`config.mk`:
```
export PLATFORM = sky130hd
export DESIGN_NAME = rtc_sqw_ctl
export DESIGN_NICKNAME = d
export VERILOG_FILES = /design/src/rtl/rtc_ctl_pkg.sv /design/src/rtl/rtc_ctl_reg.sv /design/src/rtl/rtc_rate_div.sv /design/src/rtl/rtc_pin_mux.sv /design/src/rtl/rtc_sqw_ctl.sv
export SDC_FILE = /design/constraint.sdc
export NUM_CORES = 1
export LEC_CHECK = 0
export BUFFER_PORTS_ARGS = -buffer_cell sky130_fd_sc_hd__buf_4
export CAP_MARGIN = 20
export CORE_UTILIZATION = 35
export CTS_CLUSTER_DIAMETER = 30
export DETAILED_ROUTE_END_ITERATION = 16
export GPL_ROUTABILITY_DRIVEN = 0
export PLACE_DENSITY = 0.65
export SLEW_MARGIN = 20
export SYNTH_ARGS = -nofsm -noshare
export SYNTH_HDL_FRONTEND = slang
export SYNTH_HIERARCHICAL = 1
export SYNTH_SLANG_ARGS = --single-unit
export TNS_END_PERCENT = 20
```
`constraint.sdc`:
```
create_clock -name clk -period 2.1 [get_ports clk]
set_clock_uncertainty 0.1 [all_clocks]
set_input_delay 0.525 -clock clk [delete_from_list [all_inputs] [get_ports clk]]
set_output_delay 0.525 -clock clk [all_outputs]
set_load 0.03 [all_outputs]
```
`src/rtl/rtc_ctl_pkg.sv`:
```
`timescale 1ns/1ps
// Package: shared control-register layout and rate codes for the RTC pin controller.
// Assumes bit positions are fixed because software decodes them.
package rtc_ctl_pkg;

    typedef struct packed {
        logic       osc_stop;   // bit 7: 1 stops the timebase
        logic [1:0] pad;        // bits 6:5: always zero
        logic [1:0] rate_sel;   // bits 4:3: square-wave rate code
        logic       route_int;  // bit 2: shared pin carries alarm 2 interrupt
        logic       en2;        // bit 1: alarm 2 interrupt enable
        logic       en1;        // bit 0: alarm 1 interrupt enable
    } ctl_t;

    typedef enum logic [1:0] {
        RATE_1HZ  = 2'b00,
        RATE_4K   = 2'b01,
        RATE_8K   = 2'b10,
        RATE_32K  = 2'b11
    } rate_e;

    localparam logic [7:0] CTL_WR_MASK = 8'h9F;
    localparam ctl_t CTL_RESET = '{osc_stop: 1'b0, pad: 2'b00, rate_sel: 2'b11,
                                   route_int: 1'b0, en2: 1'b0, en1: 1'b0};

endpackage

```
`src/rtl/rtc_ctl_reg.sv`:
```
`timescale 1ns/1ps
// Module: control register storage.
// Holds the control byte; masks the two reserved bits so they never store a one.
// Assumes wr_en is a single-cycle strobe from the bus slave.
module rtc_ctl_reg
    import rtc_ctl_pkg::*;
(
    input  logic       clk,
    input  logic       rst_n,
    input  logic       wr_en,
    input  logic [7:0] wr_data,
    output ctl_t       ctl_q
);

    // Load the masked write value, or the power-up value on reset.
    always_ff @(posedge clk) begin
        if (!rst_n) begin
            ctl_q <= CTL_RESET;
        end else if (wr_en) begin
            ctl_q <= ctl_t'(wr_data & CTL_WR_MASK);
        end
    end

endmodule

```
`src/rtl/rtc_rate_div.sv`:
```
`timescale 1ns/1ps
// Module: timebase divider.
// Counts reference ticks while running and produces a one-cycle pulse per running tick.
// Assumes tick is a one-cycle enable at the reference rate; count wraps modulo 2^DIV_W.
module rtc_rate_div #(
    parameter int DIV_W = 15
) (
    input  logic             clk,
    input  logic             rst_n,
    input  logic             tick,
    input  logic             run,
    output logic [DIV_W-1:0] count_q,
    output logic             pulse_q
);

    // Advance the count on each tick taken while running; hold it when stopped.
    always_ff @(posedge clk) begin
        if (!rst_n) begin
            count_q <= '0;
        end else if (tick && run) begin
            count_q <= count_q + 1'b1;
        end
    end

    // Register a pulse that marks the cycle after each running tick.
    always_ff @(posedge clk) begin
        if (!rst_n) begin
            pulse_q <= 1'b0;
        end else begin
            pulse_q <= tick && run;
        end
    end

endmodule

```
`src/rtl/rtc_pin_mux.sv`:
```
`timescale 1ns/1ps
// Module: output pin selection.
// Picks the square-wave tap from the rate code and routes the alarm interrupts.
// Assumes all inputs come from registers or from stable flags, so the outputs are decoded from state only.
module rtc_pin_mux
    import rtc_ctl_pkg::*;
#(
    parameter int DIV_W    = 15,
    parameter int TAP_SLOW = DIV_W - 1,
    parameter int TAP_4K   = 2,
    parameter int TAP_8K   = 1
) (
    input  ctl_t             ctl,
    input  logic [DIV_W-1:0] count,
    input  logic             pulse,
    input  logic             alarm1_flag,
    input  logic             alarm2_flag,
    output logic             int1_n,
    output logic             sqw_int2_n
);

    logic sq_wave;

    // Select the square-wave source from the rate code.
    always_comb begin
        unique case (rate_e'(ctl.rate_sel))
            RATE_1HZ: sq_wave = count[TAP_SLOW];
            RATE_4K:  sq_wave = count[TAP_4K];
            RATE_8K:  sq_wave = count[TAP_8K];
            default:  sq_wave = pulse;
        endcase
    end

    // Drive the dedicated interrupt pin and the shared pin.
    always_comb begin
        int1_n     = !(alarm1_flag && ctl.en1);
        sqw_int2_n = ctl.route_int ? !(alarm2_flag && ctl.en2) : sq_wave;
    end

endmodule

```
`src/rtl/rtc_sqw_ctl.sv`:
```
`timescale 1ns/1ps
// Module: RTC control register with square-wave and interrupt pin outputs (top).
// Ties the register, the timebase divider and the pin selection together.
// Assumes a synchronous active-low reset and a one-cycle reference tick.
module rtc_sqw_ctl
    import rtc_ctl_pkg::*;
#(
    parameter int DIV_W = 15
) (
    input  logic       clk,
    input  logic       rst_n,
    input  logic       wr_en,
    input  logic [7:0] wr_data,
    output logic [7:0] rd_data,
    input  logic       tick_32k,
    input  logic       alarm1_flag,
    input  logic       alarm2_flag,
    output logic       int1_n,
    output logic       sqw_int2_n
);

    ctl_t             ctl_q;
    logic [DIV_W-1:0] div_count;
    logic             div_pulse;

    rtc_ctl_reg u_reg (
        .clk     (clk),
        .rst_n   (rst_n),
        .wr_en   (wr_en),
        .wr_data (wr_data),
        .ctl_q   (ctl_q)
    );

    rtc_rate_div #(.DIV_W(DIV_W)) u_div (
        .clk     (clk),
        .rst_n   (rst_n),
        .tick    (tick_32k),
        .run     (!ctl_q.osc_stop),
        .count_q (div_count),
        .pulse_q (div_pulse)
    );

    rtc_pin_mux #(.DIV_W(DIV_W)) u_mux (
        .ctl         (ctl_q),
        .count       (div_count),
        .pulse       (div_pulse),
        .alarm1_flag (alarm1_flag),
        .alarm2_flag (alarm2_flag),
        .int1_n      (int1_n),
        .sqw_int2_n  (sqw_int2_n)
    );

    assign rd_data = ctl_q;

endmodule

```
### Word-level counts from Yosys, hierarchy flattened

Cells that the tools add are included.

| storage, ports and cells | value |
|---|---|
| register bits after elaboration | 22 |
| bits in latches | 0 |
| RAM bits | 0 |
| ROM bits | 0 |
| word-level logic and storage cells | 19 |
| memories | 0 |

| operators by class | value |
|---|---|
| add/subtract/negate cells | 1 |
| multipliers | 0 |
| div/mod/pow operators | 0 |
| order comparisons | 0 |
| equality and inequality tests | 2 |
| shifts and indexed selects | 0 |
| muxes and demuxes | 2 |
| bitwise gates (word level) | 0 |
| reductions and logical operators | 7 |

Operators with widths:

| operator | number |
|---|---|
| $add A15 B1 Y15 const B | 1 |
| $logic_and A1 B1 Y1 | 3 |
| $logic_not A1 Y1 | 3 |
| $pmux W1 S3 | 1 |
| $eq A2 B1 Y1 const B | 1 |
| $eq A2 B2 Y1 const B | 1 |
| $logic_not A2 Y1 | 1 |
| $mux W1 | 1 |

### Depth between registers and ports, before layout

| logic depth | value |
|---|---|
| depth in word-level cells | 3 |
| depth in mapped cells | 5 |
| gate-level depth less buffers | 5 |

### By module

Netlist, hierarchy kept.

Modules (own cells, without submodules):

| module | instances | cells an instance | area an instance (um2) | seq. area each (um2) |
|---|---|---|---|---|
| rtc_rate_div | 1 | 80 | 744.5 | 320.3 |
| rtc_ctl_reg | 1 | 22 | 242.7 | 120.1 |
| rtc_pin_mux | 1 | 4 | 41.3 | 0.0 |
| rtc_sqw_ctl | 1 | 1 | 3.8 | 0.0 |

### Worst setup path before layout

No wires, ideal clock.

| path | value |
|---|---|
| kind | reg2out |
| start point | register u_reg/ctl_q[3] (netlist name) |
| end point | output sqw_int2_n |
| arrival time | 1400 ps |
| required time | 1475 ps |
| setup slack | 75 ps |
| cell stages (with the launch flop) | 3 |
| buffers on the path | 0 |
| cells stage by stage | dfxtp_1 mux4_2 mux2_2 |

| between the ends | value |
|---|---|
| word-level cells in the longest chain between the ends | 3 |

Ends and longest elaborated chain:

| item | line | source |
|---|---|---|
| $eq A2 B2 Y1, or another cell as far along | rtc_pin_mux.sv:26 | `unique case (rate_e'(ctl.rate_sel))` |
| $pmux W1 S3 * | rtc_pin_mux.sv:26 |  |
| $mux W1 * | rtc_pin_mux.sv:37 | `sqw_int2_n = ctl.route_int ? !(alarm2_flag && ctl.en2) : sq_wave;` |
| end, declared | rtc_sqw_ctl.sv:19 | `output logic sqw_int2_n` |

Every way passes the cells marked *; elsewhere a longest branch is shown, timed or not.

### Worst setup path after layout

| path | value |
|---|---|
| start point | register u_div.count_q[1] |
| end point | output sqw_int2_n |

| between the ends | value |
|---|---|
| word-level cells in the longest chain between the ends | 2 |

Ends and longest elaborated chain:

| item | line | source |
|---|---|---|
| start, declared | rtc_rate_div.sv:12 | `output logic [DIV_W-1:0] count_q,` |
| start signal, assigned | rtc_rate_div.sv:21 | `count_q <= count_q + 1'b1;` |
| $pmux W1 S3 | rtc_pin_mux.sv:26 |  |
| $mux W1 | rtc_pin_mux.sv:37 |  |

Every way passes these cells.

==> flow_summary.toml <==
[detailed_routing]
firstDrtPassIters = 4
drtIter0Drc = 9
drc = 0
vias = 772
viasPerCell = 4.86
wl_um = 1850
wl_per_cell_um = 11.7
drtAntennaViolNets = 0

[global_routing]
grt_pass1_vias = 714
overflow = 0
track_usage_pct = 12.3
antenna_found_initial = 0
grt_pass1_wl_um = 3080
grt_max_degree = 25

[logic_synthesis]
syn_inst = 107
syn_area_per_cell_um2 = 9.65
synth_cell_types = 27
synth_area_um2 = 1030
ys_seq_area_share_pct = 42.7
yosysWarnings = 6
synth_seq_cells = 22

[pwr]
irDropWorstVdd_mv = 0.602
powerDensity_nw_per_um2 = 689
p_leak_nw = 0.518

[floorplanning]
die_h_um = 56.3
dieArea_um2 = 3170
io_pins = 24
initial_core_util_pct = 37.1
die_w_um = 56.3
core_um2 = 2780
num_rows = 19

[cts]
ctsHtreeMaxLevel = 1
clk_transition_reported_paths_ns = 0.13
clk_path_buf_depth = 2
cts_buffers = 3
cts_tree = "done"
root_buffer = "clkbuf_4"
clock-sinks = 22
clock_latency_ns = 0.31

[placed_design]
dpl_cell_area_um2 = 1190
numPortBuffers = 19
dp_hpwl_um = 1320

[cells_and_area]
final_cell_mix = "20 x dfxtp_1, 19 x buf_4, 13 x and2_1, 13 x nand2_1"
layout-drive-gt1-share_pct = 24.2
area_growth_pct = 21.8
final_common_cell = "dfxtp_1"
fin_area_um2 = 1260
finalNetCount = 144
antennaDiodeCount = 0

[setup_path]
end_kind = "output port"
cp.required_ns = 1.47
crit_start = "u_div/count_q[1]$_SDFFE_PN0P_"
critPathLaunchType = "register"
worstSetupPathType = "register to output port"
worstPathArrival_ns = 1.58
ff2ff_setup_slack_ns = 0.50
crit_fanout = 5
r2r-start = "u_div/count_q[1]$_SDFFE_PN0P_"
r2r_end = "u_div/count_q[12]$_SDFFE_PN0P_"
r2r_cells = 5
crit_end = "sqw_int2_n"

[timing]
slew_viol_final = 0
post-route-period-util_pct = 105
max_freq_ghz = 0.453
hold_violations = 0
setup-violations-final = 1
rsz0062_at_grt = "yes"
fin_crit_ns = 2.21
fin_setup_tns_ns = -0.107
layout_setup_ws_ns = -0.107

[hold_path]
hold_path_class = "input pin to register"
whs_path_depth = 3

[run_status]
status = "finished with violations"
failed_checks = "negative setup slack"

[flow_run]
max_cap_viol_count = 0
-- sequential cells by signal, indices dropped and copies added (netlist names) --
register,cells
u_div/count_q,15
u_reg/ctl_q,6
u_div/pulse_q,1
-- metal layers --
| layer | GRT usage, % | vias up | routed length, um |
|---|---|---|---|
| met5 | 0 | - | 0 |
| met4 | 4.18 | 0 | 26 |
| met3 | 4.15 | 4 | 43 |
| met2 | 19.6 | 7 | 850 |
| met1 | 15.7 | 361 | 933 |
| li1 | - | 400 | - |
-- worst min path at each step --
| stage | start | slack, ns | end |
|---|---|---|---|
| floorplan | u_div/count_q[13]$_SDFFE_PN0P_ | 0.34 | u_div/count_q[13]$_SDFFE_PN0P_ |
| global placement | u_div/count_q[13]$_SDFFE_PN0P_ | 0.35 | u_div/count_q[13]$_SDFFE_PN0P_ |
| detailed placement | u_div/count_q[14]$_SDFFE_PN0P_ | 0.36 | u_div/count_q[14]$_SDFFE_PN0P_ |
| CTS | wr_data[4] | 0.31 | u_reg/ctl_q[4]$_SDFFE_PN1P_ |
| global route | wr_data[4] | 0.31 | u_reg/ctl_q[4]$_SDFFE_PN1P_ |
| finish | wr_data[4] | 0.32 | u_reg/ctl_q[4]$_SDFFE_PN1P_ |
-- where the power goes --
group | total, W | internal, W | switching, W
Sequential | 0.000441 | 0.000430 | 0.0000110
Clock | 0.000323 | 0.000193 | 0.000130
Combinational | 0.000102 | 0.0000495 | 0.0000530
-- metrics by stage --
step / power, W / utilization, % / hold WS [ns] / setup slack [ns] / std cells
after floorplan: 0.000511 / - / 0.338 / 0.0747 / 108
after global placement: 0.000546 / 42.7 / 0.350 / 0.188 / 154
after detailed placement: 0.000547 / 42.7 / 0.358 / 0.162 / 154
after CTS: 0.000875 / 45.1 / 0.306 / -0.124 / 159
after global routing: 0.000903 / 45.2 / 0.314 / -0.165 / 159
final: 0.000866 / 45.2 / 0.320 / -0.107 / 159
-- cell families (layout without fill, tap and decap cells) --
logic type	count (synthesis)	after routing	synth area share, %
adder cells (fa/ha/maj)	1	1	1.21
buffers and inverters	7	27	4.00
XOR/XNOR	12	12	10.2
AND/OR/NAND/NOR	53	53	29.8
other	1	2	0.363
flip-flops	22	22	42.7
multiplexers	10	10	11.0
AO/OA/AOI/OAI	1	1	0.728
-- critical path: stages (launching register included) --
cell     delay (ns)
dfxtp_1        0.37
mux4_2         0.47
mux2_4         0.29
buf_6          0.14
-- layout make-up --
cell class	count	area, um2
Sequential cell	22	443
Multi-Input combinational cell	79	558
Clock inverter	1	30.0
Timing Repair Buffer	20	154
Fill cell	267	1520
Tap cell	31	38.8
Inverter	3	11.3
Clock buffer	3	22.5
-- cell usage after synthesis (all sizes together) --
cell type | count | share of area (%)
mux2i | 8 | 7.8
ha | 1 | 1.2
nor2b | 4 | 2.4
a21boi | 1 | 0.73
xor2 | 4 | 3.4
nand4 | 6 | 4.2
mux2 | 1 | 1.1
inv | 3 | 1.1
nand3 | 3 | 1.5
or3 | 1 | 0.61
nand2b | 2 | 1.2
nor3 | 3 | 1.5
nand2 | 13 | 4.7
nor4 | 3 | 3.0
and3 | 2 | 1.2
xnor2 | 8 | 6.8
clkbuf | 1 | 0.36
dfxtp | 22 | 43
and2 | 13 | 7.9
buf | 3 | 2.5
nor2 | 2 | 0.73
and4 | 1 | 0.85
conb | 1 | 0.36
mux4 | 1 | 2.2
-- what timing repair did --
item,CTS,global route
buffers inserted,1,0
resized for setup,3,1
hold buffers,0,0
hold endpoints to repair,0,0
pin swaps,0,0
setup endpoints to repair,1,1
(Power assumes the default switching activity.)
